**config.mk**
```make
export PLATFORM = sky130hd
export DESIGN_NAME = pbs_store_ctrl
export DESIGN_NICKNAME = d
export VERILOG_FILES = /design/src/rtl/pbs_pkg.sv /design/src/rtl/pbs_classify.sv /design/src/rtl/pbs_bank_pick.sv /design/src/rtl/pbs_store_ctrl.sv
export SDC_FILE = /design/constraint.sdc
export NUM_CORES = 1
export LEC_CHECK = 0
export ABC_CLOCK_PERIOD_IN_PS = 2900
export BUFFER_PORTS_ARGS = -buffer_cell sky130_fd_sc_hd__buf_2
export CAP_MARGIN = 20
export CORE_MARGIN = 4
export CORE_UTILIZATION = 52
export CTS_CLUSTER_DIAMETER = 120
export DETAILED_ROUTE_END_ITERATION = 8
export PLACE_DENSITY = 0.8
export SLEW_MARGIN = 15
export SYNTH_ARGS = -nofsm -noshare
export SYNTH_HDL_FRONTEND = slang
export SYNTH_HIERARCHICAL = 1
export SYNTH_SLANG_ARGS = --single-unit
```
**constraint.sdc**
```tcl
create_clock -name clk -period 2.9 [get_ports clk]
set_input_delay 0.145 -clock clk [delete_from_list [all_inputs] [get_ports clk]]
set_output_delay 0.145 -clock clk [all_outputs]
set_load 0.1 [all_outputs]
```
**src/rtl/pbs_pkg.sv**
```systemverilog
package pbs_pkg;
    typedef enum logic [2:0] {
        MODE_IDLE,
        MODE_PROG,
        MODE_DATA,
        MODE_PASS,
        MODE_DROP
    } mode_e;

    typedef enum logic [1:0] {
        KIND_PROG,
        KIND_DATA,
        KIND_OTHER
    } kind_e;

    localparam logic [31:0] TAG_PROG = 32'h0000_0000;
    localparam logic [31:0] TAG_DATA = 32'h0000_0001;
endpackage

```
**src/rtl/pbs_classify.sv**
```systemverilog
module pbs_classify
    import pbs_pkg::*;
(
    input  logic        is_udp,
    input  logic [31:0] tag,
    output kind_e       kind
);
    always_comb begin
        if (!is_udp)               kind = KIND_OTHER;
        else if (tag == TAG_PROG)  kind = KIND_PROG;
        else if (tag == TAG_DATA)  kind = KIND_DATA;
        else                       kind = KIND_OTHER;
    end
endmodule

```
**src/rtl/pbs_bank_pick.sv**
```systemverilog
module pbs_bank_pick #(
    parameter int NB = 4,
    localparam int BW = (NB > 1) ? $clog2(NB) : 1
) (
    input  logic [BW-1:0] start,
    input  logic [NB-1:0] busy,
    output logic          found,
    output logic [BW-1:0] idx
);
    logic [NB-1:0][BW-1:0] cand;

    genvar g;
    generate
        for (g = 0; g < NB; g++) begin : g_cand
            assign cand[g] = start + BW'(g);
        end
    endgenerate

    always_comb begin
        found = 1'b0;
        idx   = '0;
        for (int k = NB - 1; k >= 0; k--) begin
            if (!busy[cand[k]]) begin
                found = 1'b1;
                idx   = cand[k];
            end
        end
    end
endmodule

```
**src/rtl/pbs_store_ctrl.sv**
```systemverilog
module pbs_store_ctrl
    import pbs_pkg::*;
#(
    parameter int NB     = 4,
    parameter int DEPTH  = 16,
    parameter int PDEPTH = 16,
    localparam int BW    = (NB > 1) ? $clog2(NB) : 1,
    localparam int DAW   = $clog2(DEPTH),
    localparam int LW    = $clog2(DEPTH + 1),
    localparam int PAW   = $clog2(PDEPTH),
    localparam int PLW   = $clog2(PDEPTH + 1)
) (
    input  logic              clk,
    input  logic              rst_n,
    input  logic              in_valid,
    input  logic              in_sop,
    input  logic              in_eop,
    input  logic              in_pay,
    input  logic [31:0]       in_data,
    input  logic              cls_udp,
    input  logic [31:0]       cls_tag,
    output logic              in_ready,
    input  logic              free_valid,
    input  logic [BW-1:0]     free_idx,
    output logic              data_we,
    output logic [BW+DAW-1:0] data_addr,
    output logic [31:0]       data_wdata,
    output logic              prog_we,
    output logic [PAW:0]      prog_addr,
    output logic [31:0]       prog_wdata,
    output logic              prog_done,
    output logic              prog_done_bank,
    output logic              pass_valid,
    output logic [31:0]       pass_data,
    output logic              wr_grant,
    output logic [NB-1:0]     bank_full,
    output logic [NB*LW-1:0]  bank_len
);
    typedef struct packed {
        mode_e                 mode;
        logic [BW-1:0]         cur_bank;
        logic [LW-1:0]         wcnt;
        logic [PLW-1:0]        pcnt;
        logic                  seen_tag;
        logic [BW-1:0]         ptr;
        logic [NB-1:0]         full;
        logic [NB-1:0][LW-1:0] len;
        logic                  pbank;
        logic                  data_we;
        logic [BW+DAW-1:0]     data_addr;
        logic [31:0]           data_wdata;
        logic                  prog_we;
        logic [PAW:0]          prog_addr;
        logic [31:0]           prog_wdata;
        logic                  prog_done;
        logic                  prog_done_bank;
        logic                  pass_valid;
        logic [31:0]           pass_data;
    } state_t;

    state_t        s_q, s_d;
    kind_e         kind;
    logic [NB-1:0] full_mid;
    logic          pick_found;
    logic [BW-1:0] pick_idx;

    pbs_classify u_classify (
        .is_udp (cls_udp),
        .tag    (cls_tag),
        .kind   (kind)
    );

    always_comb begin
        full_mid = s_q.full;
        if (free_valid) full_mid[free_idx] = 1'b0;
    end

    pbs_bank_pick #(.NB(NB)) u_pick (
        .start (s_q.ptr),
        .busy  (full_mid),
        .found (pick_found),
        .idx   (pick_idx)
    );

    always_comb begin
        s_d            = s_q;
        s_d.full       = full_mid;
        s_d.data_we    = 1'b0;
        s_d.prog_we    = 1'b0;
        s_d.prog_done  = 1'b0;
        s_d.pass_valid = 1'b0;
        if (in_valid) begin
            if (in_sop) begin
                unique case (kind)
                    KIND_PROG: begin
                        s_d.mode     = MODE_PROG;
                        s_d.pcnt     = '0;
                        s_d.seen_tag = 1'b0;
                    end
                    KIND_DATA: begin
                        if (pick_found) begin
                            s_d.mode     = MODE_DATA;
                            s_d.cur_bank = pick_idx;
                            s_d.wcnt     = '0;
                        end else begin
                            s_d.mode = MODE_DROP;
                        end
                    end
                    default: s_d.mode = MODE_PASS;
                endcase
            end
            unique case (s_d.mode)
                MODE_DATA: begin
                    if (s_d.wcnt < LW'(DEPTH)) begin
                        s_d.data_we    = 1'b1;
                        s_d.data_addr  = {s_d.cur_bank, s_d.wcnt[DAW-1:0]};
                        s_d.data_wdata = in_data;
                        s_d.wcnt       = s_d.wcnt + 1'b1;
                    end
                    if (in_eop) begin
                        s_d.full[s_d.cur_bank] = 1'b1;
                        s_d.len[s_d.cur_bank]  = s_d.wcnt;
                        s_d.ptr                = s_d.cur_bank + 1'b1;
                        s_d.mode               = MODE_IDLE;
                    end
                end
                MODE_PROG: begin
                    if (in_pay) begin
                        if (!s_d.seen_tag) begin
                            s_d.seen_tag = 1'b1;
                        end else if (s_d.pcnt < PLW'(PDEPTH)) begin
                            s_d.prog_we    = 1'b1;
                            s_d.prog_addr  = {s_d.pbank, s_d.pcnt[PAW-1:0]};
                            s_d.prog_wdata = in_data;
                            s_d.pcnt       = s_d.pcnt + 1'b1;
                        end
                    end
                    if (in_eop) begin
                        s_d.prog_done      = 1'b1;
                        s_d.prog_done_bank = s_d.pbank;
                        s_d.pbank          = ~s_d.pbank;
                        s_d.mode           = MODE_IDLE;
                    end
                end
                MODE_PASS: begin
                    s_d.pass_valid = 1'b1;
                    s_d.pass_data  = in_data;
                    if (in_eop) s_d.mode = MODE_IDLE;
                end
                MODE_DROP: begin
                    if (in_eop) s_d.mode = MODE_IDLE;
                end
                default: ;
            endcase
        end
    end

    always_ff @(posedge clk or negedge rst_n) begin
        if (!rst_n) begin
            s_q      <= '0;
            s_q.mode <= MODE_IDLE;
        end else begin
            s_q <= s_d;
        end
    end

    assign in_ready       = ~&s_q.full;
    assign data_we        = s_q.data_we;
    assign data_addr      = s_q.data_addr;
    assign data_wdata     = s_q.data_wdata;
    assign prog_we        = s_q.prog_we;
    assign prog_addr      = s_q.prog_addr;
    assign prog_wdata     = s_q.prog_wdata;
    assign prog_done      = s_q.prog_done;
    assign prog_done_bank = s_q.prog_done_bank;
    assign pass_valid     = s_q.pass_valid;
    assign pass_data      = s_q.pass_data;
    assign wr_grant       = (s_q.mode == MODE_DATA);
    assign bank_full      = s_q.full;
    assign bank_len       = s_q.len;

    assert_no_overwrite_R6: assert property (@(posedge clk) disable iff (!rst_n)
        (s_q.mode == MODE_DATA) |-> !s_q.full[s_q.cur_bank]);

    assert_single_sink_R3: assert property (@(posedge clk) disable iff (!rst_n)
        $onehot0({data_we, prog_we, pass_valid}));

    assert_fill_one_step_R5: assert property (@(posedge clk) disable iff (!rst_n)
        $countones(bank_full) <= $past($countones(bank_full)) + 1);

    assert_prog_bank_swap_R8: assert property (@(posedge clk) disable iff (!rst_n)
        prog_done |-> (prog_done_bank != s_q.pbank));

    assert_grant_quiet_pass_R9: assert property (@(posedge clk) disable iff (!rst_n)
        wr_grant |-> !pass_valid && !prog_we);
endmodule

```
==> results_tabular.tex, run 1 <==
\begin{tabular}{lr}
\hline
Metric & Value \\
\hline
\multicolumn{2}{l}{\textbf{Setup path}} \\
\quad Critical path data arrival time & 2.84 ns \\
\quad Critical Path End Type & flip-flop \\
\quad Reg2Reg Depth & 12 \\
\quad Maximum fanout along the worst path & 10 \\
\quad Critical path data required time & 3.20 ns \\
\quad Setup Crit Path Kind & reg2reg \\
\quad Kind of launch point of the worst setup path & flip-flop \\
\multicolumn{2}{l}{\textbf{Clocking}} \\
\quad Clock-pin slew of the registers on the worst-case setup and hold paths & 0.06 ns \\
\quad Number of buffers on the longest clock path & 2 \\
\quad Skew-Pair Late Insertion Delay & 0.42 ns \\
\quad CTS Sinks & 155 \\
\quad TritonCTS clock tree & yes \\
\quad Cell at the root of the clock tree & sky130\_fd\_sc\_hd\_\_clkbuf\_16 \\
\quad Number of clock buffers inserted by TritonCTS & 17 \\
\quad H-tree depth reported by CTS & 4 \\
\quad Number of cells upsized or downsized after cts & 0 \\
\multicolumn{2}{l}{\textbf{Detailed routing}} \\
\quad Routed vias/inst & 5.20 \\
\quad Post-Route WL & 16300 microns \\
\quad Number of DRC violations after detailed-routing iteration 0 & 193 \\
\quad Total iterations of the first detailed-routing run & 4 \\
\quad Routed length per instance & 17.4 microns \\
\quad Post-detailed-route DRC marker count & 0 \\
\quad Vias after detailed routing & 4886 \\
\quad Number of nets still failing antenna checks after routing & 0 \\
\multicolumn{2}{l}{\textbf{Cells and area}} \\
\quad Post-Layout Cell Count & 940 \\
\quad Final core area utilization & 62.8\% \\
\quad Area growth syn-to-layout & 17.7\% \\
\quad Layout net count & 826 \\
\quad Fraction of layout cells with a size suffix above 1 & 50.0\% \\
\quad Antenna Diode Count & 0 \\
\multicolumn{2}{l}{\textbf{Synth}} \\
\quad Cell type contributing the most total cell area after synthesis & sky130\_fd\_sc\_hd\_\_dfrtp\_1 \\
\quad Top post-synthesis cells by area & sky130\_fd\_sc\_hd\_\_dfrtp\_1, sky130\_fd\_sc\_hd\_\_mux2\_2, sky130\_fd\_sc\_hd\_\_buf\_4 \\
\quad Number of synthesized register bits & 155 \\
\quad Synth warnings & 6 \\
\quad Fraction of registers with async set or reset after synthesis & 100\% \\
\quad Average size of a mapped cell & 12.1 sq um \\
\quad Post-synthesis cell type count & 56 \\
\quad Gate count of the mapped netlist & 615 \\
\quad Primary flip-flop cell chosen by synthesis mapping & sky130\_fd\_sc\_hd\_\_dfrtp\_1 \\
\quad Post-synth EDFFs & 0 \\
\quad Portion of the post-synthesis area used by sequential elements & 52.0\% \\
\quad Top cell type's share of synthesized area & 52.0\% \\
\quad Nets in the synthesized netlist & 694 \\
\quad Netlist Area Pre-Place & 7460 sq um \\
\multicolumn{2}{l}{\textbf{Power and ir drop}} \\
\quad Power per standard cell area & 1030 nW/um\^{}2 \\
\quad Clock network power share & 25.1\% \\
\quad IR Drop Worst-Case VDD & 0.731 mV \\
\quad Fraction of power consumed by combinational cells & 43.7\% \\
\quad Pleak & 4.48 nW \\
\quad Sequential share of power & 31.3\% \\
\quad Cell internal pwr & 4.67 mW \\
\quad Net switching power & 4.41 mW \\
\quad Switching Share & 48.6\% \\
\quad Total power & 9.08 mW \\
\multicolumn{2}{l}{\textbf{Floorplan}} \\
\quad Placeable core area & 14000 sq um \\
\quad Die height & 128 microns \\
\quad Top-level port count & 212 \\
\quad Horiz. Die Dim & 128 microns \\
\quad Rows & 43 \\
\quad Area of the die & 16300 sq um \\
\quad Initial standard-cell utilization of the core & 53.3\% \\
\multicolumn{2}{l}{\textbf{STA}} \\
\quad Slew headroom & 48.5\% \\
\quad Setup TNS & 0 ns \\
\quad Post-route clock skew & 0.00937 ns \\
\quad Number of setup violations in the final report & 0 \\
\quad Number of hold violations in the final report & 0 \\
\quad Maximum frequency from static timing analysis & 393 MHz \\
\quad Period Utilization, post-route & 87.8\% \\
\quad Time the final worst path needs with I/O delays and setup & 2.55 ns \\
\quad Number of pins with negative max-slew slack in the final report & 0 \\
\quad RSZ-0062 raised after global routing & no \\
\quad Slew at the pin closest to its max-slew limit & 0.772 ns \\
\multicolumn{2}{l}{\textbf{Global routing}} \\
\quad First-pass GRT wire length & 26300 microns \\
\quad All-Layer GR Usage & 20.2\% \\
\quad Initial antenna violation count & 0 \\
\quad Leftover overflow at the end of global routing & 0 \\
\quad Pin count of the biggest net entering global routing & 87 \\
\quad Number of global-route vias before repair & 5234 \\
\multicolumn{2}{l}{\textbf{Placement}} \\
\quad HPWL reported at the end of detailed placement & 11600 microns \\
\quad Final weighted congestion in routability-driven placement & 0.882 \\
\quad Total of buffers placed on input and output ports & 211 \\
\quad Dpl cells & 874 \\
\multicolumn{2}{l}{\textbf{Run}} \\
\quad Number of max-cap violations & 0 \\
\multicolumn{2}{l}{\textbf{Hold path}} \\
\quad Hold crit path type & in2reg \\
\quad Cell depth of the worst min-delay path & 2 \\
\multicolumn{2}{l}{\textbf{Run status}} \\
\quad Run status & complete, no violations \\
\hline
\end{tabular}
==> critical path, stage by stage (launching register included) <==
cell                       delay (ns)
sky130_fd_sc_hd__dfrtp_1         0.38
sky130_fd_sc_hd__inv_1           0.05
sky130_fd_sc_hd__a31oi_1         0.33
sky130_fd_sc_hd__nand4_1         0.24
sky130_fd_sc_hd__nand4b_1        0.22
sky130_fd_sc_hd__buf_4           0.19
sky130_fd_sc_hd__and2_1          0.15
sky130_fd_sc_hd__ha_1            0.19
sky130_fd_sc_hd__nand2_1         0.06
sky130_fd_sc_hd__mux2i_1         0.13
sky130_fd_sc_hd__a21oi_1         0.08
sky130_fd_sc_hd__buf_4           0.15
sky130_fd_sc_hd__mux2_2          0.26
==> power by group through the flow <==
stage	combinational, mW	sequential, mW	clock [mW]
after detailed placement	3.94	2.87	0
after global routing	4.10	2.88	2.42
after floorplan	3.74	2.84	0
final	3.97	2.84	2.28
after global placement	3.89	2.84	0
after CTS	3.98	2.83	2.32
==> layout by cell type (no fill, tap or decap), drive strengths merged, types with 3 or more instances in the layout <==
| cell | instances |
|---|---|
| a21boi | 3 |
| a21o | 3 |
| a21oi | 16 |
| a31oi | 3 |
| and2 | 5 |
| buf | 230 |
| clkbuf | 22 |
| clkinv | 4 |
| dfrtp | 155 |
| dlygate4sd3 | 34 |
| ha | 5 |
| inv | 19 |
| mux2 | 112 |
| mux2i | 5 |
| nand2 | 31 |
| nand2b | 6 |
| nand3 | 6 |
| nand4 | 3 |
| nor2 | 17 |
| nor3 | 3 |
| nor4 | 7 |
| nor4b | 3 |
| o211ai | 4 |
| o21ai | 25 |
| or4b | 3 |
==> per-stage QoR <==
stage	cell area (sq um)	hold slack (ns)	worst slack, ns
after CTS	8780	0.0245	0.361
after detailed placement	7820	0.254	0.0289
after global routing	8780	0.0354	0.150
after floorplan	7460	-0.151	0.000170
final	8780	0.0523	0.354
after global placement	7820	0.244	0.0992
==> synth_stat cells, types with 2 or more instances <==
library cell and number:
sky130_fd_sc_hd__dfrtp_1 155, sky130_fd_sc_hd__buf_4 131, sky130_fd_sc_hd__mux2_2 106, sky130_fd_sc_hd__nand2_1 30, sky130_fd_sc_hd__o21ai_0 24, sky130_fd_sc_hd__nor2_1 17
sky130_fd_sc_hd__a21oi_1 16, sky130_fd_sc_hd__inv_1 16, sky130_fd_sc_hd__clkbuf_1 8, sky130_fd_sc_hd__buf_6 7, sky130_fd_sc_hd__mux2_1 6, sky130_fd_sc_hd__nand2b_1 6
sky130_fd_sc_hd__nand3_1 6, sky130_fd_sc_hd__and2_1 5, sky130_fd_sc_hd__ha_1 5, sky130_fd_sc_hd__mux2i_1 5, sky130_fd_sc_hd__nor4_1 5, sky130_fd_sc_hd__buf_2 4
sky130_fd_sc_hd__o211ai_1 4, sky130_fd_sc_hd__a21boi_0 3, sky130_fd_sc_hd__a21o_1 3, sky130_fd_sc_hd__a31oi_1 3, sky130_fd_sc_hd__nand4_1 3, sky130_fd_sc_hd__nor3_1 3
sky130_fd_sc_hd__a22o_1 2, sky130_fd_sc_hd__a22oi_1 2, sky130_fd_sc_hd__a41o_1 2, sky130_fd_sc_hd__and4_1 2, sky130_fd_sc_hd__nand4b_1 2, sky130_fd_sc_hd__nor2b_1 2
sky130_fd_sc_hd__nor3b_1 2, sky130_fd_sc_hd__nor4b_2 2, sky130_fd_sc_hd__o21a_1 2, sky130_fd_sc_hd__or3b_2 2, sky130_fd_sc_hd__or4b_4 2, sky130_fd_sc_hd__xor2_1 2
==> metal layers <==
layer	vias to the layer above	global-route usage, %	part of all wire [%]
li1	2259	-	-
met1	2408	24.4	40
met2	186	34.9	50
met3	33	5.46	7.4
met4	0	6.99	1.9
met5	-	0	0
==> kinds of logic after synthesis <==
family,Yosys count,share of synthesized area [%]
buffers and inverters,168,15.8
and+or+nand+nor,98,7.65
adders and majority gates,5,0.839
xor gates and xnor gates,3,0.352
DFF,155,52.0
AOI/OAI and AO/OA,69,5.79
muxes,117,17.6
==> final timing paths <==
| path | slack, ns | from | to |
|---|---|---|---|
| max | 0.35 | bank_full[3] | s_q[147] |
| min | 0.05 | in_data[12] | data_wdata[12] |
| max reg2reg | 0.35 | bank_full[3] | s_q[147] |
| min reg2reg | 0.48 | s_q[112] | s_q[112] |
| max in group asynchronous | 1.71 | rst_n | s_q[145] |
| min in group asynchronous | 0.36 | rst_n | data_wdata[15] |
==> layout make-up <==
| class | count | area (sq um) |
|---|---|---|
| fill | 1034 | 5210 |
| sequential | 155 | 3880 |
| multi-input combinational | 292 | 2410 |
| timing repair buffer | 264 | 1580 |
| clock buffer | 22 | 494 |
| tap | 180 | 225 |
| clock inverter | 10 | 130 |
| inverter | 17 | 63.8 |
==> timing repair <==
item,CTS,global route
hold buffers,34,0
buffers inserted,0,0
endpoints found under the hold margin,179,0
Note: power is estimated with default switching activity, not from simulation.
==> inputs of run 2 (changes only) <==
- ABC_AREA: unset -> 1
- CORE_UTILIZATION: 52 -> 55
- CTS_BUF_LIST: unset -> sky130_fd_sc_hd__clkbuf_4
- PLACE_DENSITY: 0.8 -> 0.83
==> run 2 against run 1 <==
Effect of this change:
- register-to-register slack got worse by 0.07 ns
- final cell count up 28%
- worst hold slack gained 0.11 ns
- combinational power decreased by 5.8%
- via count increased by 20%
- core utilization shrank 0.45 points
- maximum frequency down 4.3%
- sequential power decreased by 4%
- largest power group unchanged
==> results_tabular.tex, run 2 <==
\begin{tabular}{lr}
\hline
Metric & Value \\
\hline
\multicolumn{2}{l}{\textbf{Clocking}} \\
\quad Cell at the root of the clock tree & sky130\_fd\_sc\_hd\_\_clkbuf\_4 \\
\quad TritonCTS clock tree & yes \\
\quad Clock-pin slew of the registers on the worst-case setup and hold paths & 0.15 ns (+0.09 ns) \\
\quad H-tree depth reported by CTS & 4 (unchanged) \\
\quad Number of buffers on the longest clock path & 2 (unchanged) \\
\quad CTS Sinks & 155 (unchanged) \\
\quad Number of clock buffers inserted by TritonCTS & 17 (unchanged) \\
\quad Skew-Pair Late Insertion Delay & 0.57 ns (+0.15 ns) \\
\multicolumn{2}{l}{\textbf{STA}} \\
\quad Setup TNS & 0 ns (unchanged) \\
\quad Number of pins with negative max-slew slack in the final report & 0 (unchanged) \\
\quad Post-route clock skew & 0.0292 ns (+0.0198 ns) \\
\quad Period Utilization, post-route & 91.7\% (+3.9 points) \\
\quad Time the final worst path needs with I/O delays and setup & 2.66 ns (+0.114 ns) \\
\quad Slew headroom & 48.5\% (-0.055 points) \\
\quad Maximum frequency from static timing analysis & 376 MHz (-4.3\%) \\
\quad Final Worst Setup Slack & 0.240 ns (-0.114 ns) \\
\quad RSZ-0062 raised after global routing & no \\
\quad Slew at the pin closest to its max-slew limit & 0.773 ns (+0.000824 ns) \\
\quad Number of hold violations in the final report & 0 (unchanged) \\
\quad Number of setup violations in the final report & 0 (unchanged) \\
\multicolumn{2}{l}{\textbf{Floorplan}} \\
\quad Rows & 43 (unchanged) \\
\quad Top-level port count & 212 (unchanged) \\
\quad Placeable core area & 13900 sq um (-0.77\%) \\
\quad Initial standard-cell utilization of the core & 56.1\% (+2.7 points) \\
\quad Die height & 127 microns (-0.63\%) \\
\quad Horiz. Die Dim & 127 microns (-0.63\%) \\
\quad Area of the die & 16100 sq um (-1.3\%) \\
\multicolumn{2}{l}{\textbf{Setup path}} \\
\quad Most Frequent Cell on Critical Path & sky130\_fd\_sc\_hd\_\_nand2\_1 \\
\quad Minimum setup slack among reg-to-reg paths & 0.28 ns (-0.07 ns) \\
\quad Cell chain of the critical path & dlygate4sd3\_1 > buf\_2 > inv\_1 > nand2\_1 > o21ai\_0 > inv\_1 > nand2\_1 > nand2\_2 > nand4\_1 > nand4\_1 > o21ai\_0 > inv\_1 > ha\_1 > nand2\_1 > nand2\_1 > o21ai\_1 \\
\quad Kind of launch point of the worst setup path & input pin \\
\quad Critical path data required time & 3.38 ns (+0.18 ns) \\
\quad Crit path buf inv count & 5 (+2) \\
\quad Critical Path End Type & flip-flop \\
\quad CP Launch Point & free\_idx[0] \\
\quad Start of the worst register-to-register path & bank\_full[2] \\
\quad Setup Crit Path Kind & in2reg \\
\quad Critical path depth & 16 (+4) \\
\quad Maximum fanout along the worst path & 11 (+1) \\
\quad Reg2Reg Depth & 12 (unchanged) \\
\quad CP max stage delay & 0.53 ns (+0.15 ns) \\
\quad Largest delay contributor family on the critical path & buffers and inverters \\
\quad Critical path data arrival time & 3.14 ns (+0.30 ns) \\
\quad Standard cell with the maximum stage delay on the critical path & sky130\_fd\_sc\_hd\_\_dlygate4sd3\_1 \\
\multicolumn{2}{l}{\textbf{Placement}} \\
\quad Final weighted congestion in routability-driven placement & 0.838 (-4.9\%) \\
\quad Total of buffers placed on input and output ports & 211 (unchanged) \\
\quad Worst setup slack before clock tree synthesis & 0.215 ns (+0.186 ns) \\
\quad HPWL reported at the end of detailed placement & 11500 microns (-0.80\%) \\
\multicolumn{2}{l}{\textbf{Power and ir drop}} \\
\quad Power per standard cell area & 894 nW/um\^{}2 (-14\%) \\
\quad IR Drop Worst-Case VDD & 0.405 mV (-45\%) \\
\quad Pleak & 4.84 nW (+8.0\%) \\
\multicolumn{2}{l}{\textbf{Synth}} \\
\quad Gate count of the mapped netlist & 887 (+44\%) \\
\quad Most frequent cells after synthesis & sky130\_fd\_sc\_hd\_\_nand2\_1, sky130\_fd\_sc\_hd\_\_dfrtp\_1, sky130\_fd\_sc\_hd\_\_buf\_4 \\
\quad Library cell with the highest instance count after synthesis & sky130\_fd\_sc\_hd\_\_nand2\_1 \\
\quad Portion of the post-synthesis area used by sequential elements & 49.8\% (-2.2 points) \\
\quad Netlist Area Pre-Place & 7780 sq um (+4.3\%) \\
\quad Top post-synthesis cells by area & sky130\_fd\_sc\_hd\_\_dfrtp\_1, sky130\_fd\_sc\_hd\_\_buf\_4, sky130\_fd\_sc\_hd\_\_nand2\_1 \\
\quad Fraction of registers with async set or reset after synthesis & 100\% (unchanged) \\
\quad Post-synth EDFFs & 0 (unchanged) \\
\quad Cell type contributing the most total cell area after synthesis & sky130\_fd\_sc\_hd\_\_dfrtp\_1 \\
\quad Average size of a mapped cell & 8.78 sq um (-28\%) \\
\quad Synth warnings & 6 (unchanged) \\
\quad Number of synthesized register bits & 155 (unchanged) \\
\quad Top cell type's share of synthesized area & 49.8\% (-2.2 points) \\
\quad Nets in the synthesized netlist & 966 (+39\%) \\
\quad Primary flip-flop cell chosen by synthesis mapping & sky130\_fd\_sc\_hd\_\_dfrtp\_1 \\
\quad Post-synthesis cell type count & 37 (-34\%) \\
\multicolumn{2}{l}{\textbf{Detailed routing}} \\
\quad Post-Route WL & 16700 microns (+2.6\%) \\
\quad Total iterations of the first detailed-routing run & 5 (+1) \\
\quad Vias after detailed routing & 5870 (+20\%) \\
\quad Post-detailed-route DRC marker count & 0 (unchanged) \\
\quad Number of nets still failing antenna checks after routing & 0 (unchanged) \\
\quad Routed vias/inst & 4.89 (-5.9\%) \\
\quad Number of DRC violations after detailed-routing iteration 0 & 441 (+130\%) \\
\quad Routed length per instance & 13.9 microns (-20\%) \\
\multicolumn{2}{l}{\textbf{Global routing}} \\
\quad Pin count of the biggest net entering global routing & 85 (-2.3\%) \\
\quad Initial antenna violation count & 1 (+1) \\
\quad All-Layer GR Usage & 21.5\% (+1.4 points) \\
\quad First-pass GRT wire length & 28000 microns (+6.7\%) \\
\quad Number of global-route vias before repair & 5763 (+10\%) \\
\quad Leftover overflow at the end of global routing & 0 (unchanged) \\
\multicolumn{2}{l}{\textbf{Run status}} \\
\quad Run status & complete, no violations \\
\multicolumn{2}{l}{\textbf{Run}} \\
\quad Number of max-cap violations & 0 (unchanged) \\
\multicolumn{2}{l}{\textbf{Cells and area}} \\
\quad Area occupied by registers & 3880 sq um (about the same) \\
\quad Commonest non-fill, non-tap cells in the layout & sky130\_fd\_sc\_hd\_\_nand2\_1, sky130\_fd\_sc\_hd\_\_buf\_2, sky130\_fd\_sc\_hd\_\_dfrtp\_1, sky130\_fd\_sc\_hd\_\_inv\_1, sky130\_fd\_sc\_hd\_\_o21ai\_0 \\
\quad Fraction of layout cells with a size suffix above 1 & 30.7\% (-19 points) \\
\quad Multi-input logic area & 2360 sq um (-1.8\%) \\
\quad Most common cell after layout, fill and taps aside & sky130\_fd\_sc\_hd\_\_nand2\_1 \\
\quad Layout net count & 1085 (+31\%) \\
\quad Area growth syn-to-layout & 11.1\% \\
\quad Filler Cell Count & 1151 (+11\%) \\
\multicolumn{2}{l}{\textbf{Hold path}} \\
\quad Hold crit path type & in2reg \\
\hline
\end{tabular}
==> run 2: cell count changes after synthesis, sizes merged, moves of 15 or more <==
cell	before	now
inv	16	86
mux2	112	0
nand2	31	243
nand3	6	21
nor2	17	41
o21ai	25	148
==> run 2: worst min-delay path by stage <==
stage,from,end,slack (ns),depth (start not counted)
5_1_grt,in_sop,prog_done,0.12,5
4_1_cts,in_sop,s_q[154],0.09,6
3_3_place_gp,rst_n,pass_data[2],0.25,1
2_1_floorplan,rst_n,async pin,-0.15,0
6_report,in_sop,prog_done,0.16,5
3_5_place_dp,rst_n,pass_data[2],0.26,1
==> run 2: final cells by class <==
class,instances,area share [%]
diodes,1,0.0289
clock buffers,17,1.48
clock inverters,15,1.59
inverters,86,3.79
multi-input cells,484,27.3
flip-flops and latches,155,44.8
well taps,180,2.60
repair buffers,262,18.4
==> run 2: logic make-up (layout without fill, tap and decap cells) <==
group	Yosys count	in the layout	synth area share [%]
AO/OA/AOI/OAI	157	157	11.6
XOR/XNOR	4	4	0.450
adder cells (fa/ha/maj)	5	5	0.804
buffers and inverters	248	380	20.0
flip-flops	155	155	49.8
other	0	1	0
AND/OR/NAND/NOR	318	318	17.3
==> run 2: timing repair <==
item                                    4_1_cts  5_1_grt
endpoints found under the hold margin       192        0
gates resized for setup                       0        2
endpoints found under the setup margin        0       10
hold buffers                                 42        0
buffers inserted                              0        0
==> run 2: through the flow <==
| step | area, sq um | power, mW | std cells | hold slack (ns) | util [%] |
|---|---|---|---|---|---|
| after global placement | 7960 | 6.42 | 1125 | 0.251 | 57.4 |
| after CTS | 8650 | 7.76 | 1199 | 0.0912 | 62.3 |
| final | 8650 | 7.73 | 1200 | 0.158 | 62.3 |
| after global routing | 8650 | 8.07 | 1200 | 0.120 | 62.3 |
| after detailed placement | 7960 | 6.47 | 1125 | 0.257 | 57.4 |
| after floorplan | 7780 | 6.34 | 887 | -0.151 | - |
==> run 2: worst register-to-register path: cells and delay by family, from the launching register on <==
kind,cells,cell delay (ns)
compound gates,3,0.73
fa+ha+maj,1,0.23
buf+inv,2,0.27
flops,1,0.42
simple gates,6,0.90
==> run 2: metal layers <==
metal	share of wire, %	GRT usage [%]
met5	0	0
met1	41	27.0
met2	50	36.2
met3	6.6	4.77
met4	2.8	9.02
==> run 2: where the power goes <==
| part | leakage (nW) | switching [mW] | internal, mW |
|---|---|---|---|
| Sequential | 2.02 | 0.206 | 2.53 |
| Combinational | 2.68 | 3.22 | 0.528 |
| Clock | 0.140 | 0.814 | 0.438 |
| Total | 4.84 | 4.24 | 3.50 |
==> inputs of run 3 (changes only) <==
- RECOVER_POWER: unset -> 100
==> run 3 against run 2 <==
Effect of this change:
- the flow now finishes with violations (capacitance limit, slew limit)
- clock-buffer cell count did not move
- worst hold slack lost 0.041 ns
- register-to-register slack got worse by 0.04 ns
- final cell count stayed put
- clock skew fell by 0.0016 ns
==> results_tabular.tex, run 3 (synthesis results as in run 2) <==
\begin{tabular}{lr}
\hline
Metric & Value \\
\hline
\multicolumn{2}{l}{\textbf{Detailed routing}} \\
\quad Routed length per instance & 14.1 microns (+1.1\%) \\
\quad Post-detailed-route DRC marker count & 0 (unchanged) \\
\quad Post-Route WL & 16900 microns (+1.1\%) \\
\quad Routed vias/inst & 4.88 (-0.17\%) \\
\quad Vias after detailed routing & 5860 (-0.17\%) \\
\quad Number of nets still failing antenna checks after routing & 0 (unchanged) \\
\quad Total iterations of the first detailed-routing run & 5 (unchanged) \\
\quad Number of DRC violations after detailed-routing iteration 0 & 433 (-1.8\%) \\
\multicolumn{2}{l}{\textbf{Cells and area}} \\
\quad Area growth syn-to-layout & 6.64\% \\
\quad Design area & 8300 sq um (-4.0\%) \\
\quad Fraction of layout cells with a size suffix above 1 & 13.9\% (-17 points) \\
\quad Commonest non-fill, non-tap cells in the layout & sky130\_fd\_sc\_hd\_\_nand2\_1, sky130\_fd\_sc\_hd\_\_dfrtp\_1, sky130\_fd\_sc\_hd\_\_clkbuf\_1, sky130\_fd\_sc\_hd\_\_o21ai\_0, sky130\_fd\_sc\_hd\_\_inv\_1 \\
\quad Most common cell after layout, fill and taps aside & sky130\_fd\_sc\_hd\_\_nand2\_1 \\
\quad Layout net count & 1085 (unchanged) \\
\multicolumn{2}{l}{\textbf{Global routing}} \\
\quad Pin count of the biggest net entering global routing & 85 (unchanged) \\
\quad Number of global-route vias before repair & 5763 (unchanged) \\
\quad First-pass GRT wire length & 28000 microns (unchanged) \\
\quad All-Layer GR Usage & 21.5\% (unchanged) \\
\quad Initial antenna violation count & 1 (unchanged) \\
\quad Leftover overflow at the end of global routing & 0 (unchanged) \\
\multicolumn{2}{l}{\textbf{Setup path}} \\
\quad Critical Path End Type & flip-flop \\
\quad Reg2Reg Depth & 13 (+1) \\
\quad Worst r2r dst & s\_q[139] \\
\quad Maximum fanout along the worst path & 9 (-2) \\
\quad CP max stage delay & 0.59 ns (+0.06 ns) \\
\quad Setup Crit Path Kind & in2reg \\
\quad Minimum setup slack among reg-to-reg paths & 0.24 ns (-0.04 ns) \\
\quad Cell chain of the critical path & dlygate4sd3\_1 > buf\_2 > inv\_1 > nand2\_1 > o21ai\_0 > inv\_1 > nand2\_1 > nand2\_2 > nand4\_1 > nand2\_1 > o21ai\_2 > nor2\_1 > nor2\_1 > nand3\_1 > dlygate4sd3\_1 > nand2\_1 \\
\quad Start of the worst register-to-register path & bank\_full[2] \\
\quad Critical path data required time & 3.42 ns (+0.04 ns) \\
\quad Most Frequent Cell on Critical Path & sky130\_fd\_sc\_hd\_\_nand2\_1 \\
\quad Standard cell with the maximum stage delay on the critical path & sky130\_fd\_sc\_hd\_\_dlygate4sd3\_1 \\
\quad Kind of launch point of the worst setup path & input pin \\
\quad Critical path data arrival time & 3.21 ns (+0.07 ns) \\
\multicolumn{2}{l}{\textbf{STA}} \\
\quad Maximum frequency from static timing analysis & 372 MHz (-1.1\%) \\
\quad Period Utilization, post-route & 92.8\% (+1.0 points) \\
\quad RSZ-0062 raised after global routing & no \\
\quad Number of hold violations in the final report & 0 (unchanged) \\
\quad Slew headroom & -38.1\% (-87 points) \\
\quad Slew at the pin closest to its max-slew limit & 2.07 ns (+1.30 ns) \\
\quad Hold Slack & 0.117 ns (-0.0414 ns) \\
\quad Time the final worst path needs with I/O delays and setup & 2.69 ns (+0.0298 ns) \\
\quad Number of pins with negative max-slew slack in the final report & 85 (+85) \\
\quad Number of setup violations in the final report & 0 (unchanged) \\
\quad Setup TNS & 0 ns (unchanged) \\
\quad Post-route clock skew & 0.0276 ns (-0.00160 ns) \\
\multicolumn{2}{l}{\textbf{Placement}} \\
\quad Total of buffers placed on input and output ports & 211 (unchanged) \\
\quad Area after DPL & 7960 sq um (unchanged) \\
\quad HPWL reported at the end of detailed placement & 11500 microns (unchanged) \\
\quad Final weighted congestion in routability-driven placement & 0.838 (unchanged) \\
\multicolumn{2}{l}{\textbf{Floorplan}} \\
\quad Top-level port count & 212 (unchanged) \\
\quad Die height & 127 microns (unchanged) \\
\quad Horiz. Die Dim & 127 microns (unchanged) \\
\quad Area of the die & 16100 sq um (unchanged) \\
\quad Initial standard-cell utilization of the core & 56.1\% (unchanged) \\
\quad Placeable core area & 13900 sq um (unchanged) \\
\quad Rows & 43 (unchanged) \\
\multicolumn{2}{l}{\textbf{Run status}} \\
\quad Run status & finished, violations left \\
\quad Violated checks & capacitance limit, slew limit \\
\multicolumn{2}{l}{\textbf{Clocking}} \\
\quad Number of clock buffers inserted by TritonCTS & 17 (unchanged) \\
\quad Cell at the root of the clock tree & sky130\_fd\_sc\_hd\_\_clkbuf\_4 \\
\quad Skew-Pair Late Insertion Delay & 0.57 ns (about the same) \\
\quad Number of setup buffers added after CTS & 0 (unchanged) \\
\quad Number of buffers on the longest clock path & 2 (unchanged) \\
\quad Clock-pin slew of the registers on the worst-case setup and hold paths & 0.15 ns (about the same) \\
\quad H-tree depth reported by CTS & 4 (unchanged) \\
\quad TritonCTS clock tree & yes \\
\quad CTS Sinks & 155 (unchanged) \\
\multicolumn{2}{l}{\textbf{Run}} \\
\quad Number of max-cap violations & 1 (+1) \\
\multicolumn{2}{l}{\textbf{Power and ir drop}} \\
\quad Pleak & 4.24 nW (-12\%) \\
\quad IR Drop Worst-Case VDD & 0.395 mV (-2.4\%) \\
\quad Power per standard cell area & 916 nW/um\^{}2 (+2.5\%) \\
\quad Total power & 7.61 mW (-1.6\%) \\
\multicolumn{2}{l}{\textbf{Hold path}} \\
\quad Worst Min Path Start & in\_sop \\
\quad Hold crit path type & in2reg \\
\quad Cell depth of the worst min-delay path & 5 (unchanged) \\
\quad Min-Delay Endpoint & prog\_done \\
\hline
\end{tabular}
[run 3: cell count changes in the layout (fill, tap and decap cells not counted), sizes merged]
cell	before	now
buf	220	76
clkbuf	17	161
[run 3: through the flow]
step	instances	util, %	setup WS (ns)
2_1_floorplan	887	-	0.297
3_3_place_gp	1125	57.4	0.400
3_5_place_dp	1125	57.4	0.215
4_1_cts	1199	62.3	0.237
5_1_grt	1200	59.8	0.0240
6_report	1200	59.8	0.210
[run 3: worst max path at each step]
stage | end | start | slack [ns]
5_1_grt | prog_wdata[16] | rst_n | 0.02
2_1_floorplan | wr_grant | s_q[154] | 0.30
4_1_cts | flip-flop | s_q[137] | 0.24
6_report | s_q[139] | free_idx[0] | 0.21
3_3_place_gp | flip-flop | free_idx[0] | 0.40
3_5_place_dp | flip-flop | free_idx[0] | 0.21
[run 3: routing by layer]
metal  vias up  global-route usage [%]  wire [microns]
met1      2717                    27.0            7060
met5         -                       0               0
met4         0                    9.02             443
met2       220                    36.2            8310
li1       2890                       -               -
met3        33                    4.77            1100
[run 3: power breakdown]
group          total [mW]  internal [mW]  switching (mW)  leakage (nW)
logic                3.61          0.409            3.20          2.08
clock network        1.25          0.438           0.811         0.140
registers            2.75           2.53           0.217          2.02
total                7.61           3.38            4.23          4.24
[run 3: area by class of cell]
| class | instances | area [sq um] |
|---|---|---|
| clock inverters | 15 | 138 |
| fillers | 1294 | 5580 |
| repair buffers | 262 | 1370 |
| flip-flops and latches | 155 | 3880 |
| diodes | 1 | 2.50 |
| multi-input cells | 484 | 2230 |
| clock buffers | 17 | 128 |
| inverters | 86 | 328 |
| well taps | 180 | 225 |
[run 3: worst max-delay path: cells and delay by family]
| family | cells | cell delay [ns] |
|---|---|---|
| simple gates | 9 | 1.29 |
| buf+inv | 5 | 1.41 |
| compound gates | 2 | 0.35 |
[run 3: what timing repair did]
action | CTS | global route
endpoints found under the setup margin | 0 | 10
hold buffers | 42 | 0
resized for setup | 0 | 2
endpoints found under the hold margin | 192 | 0
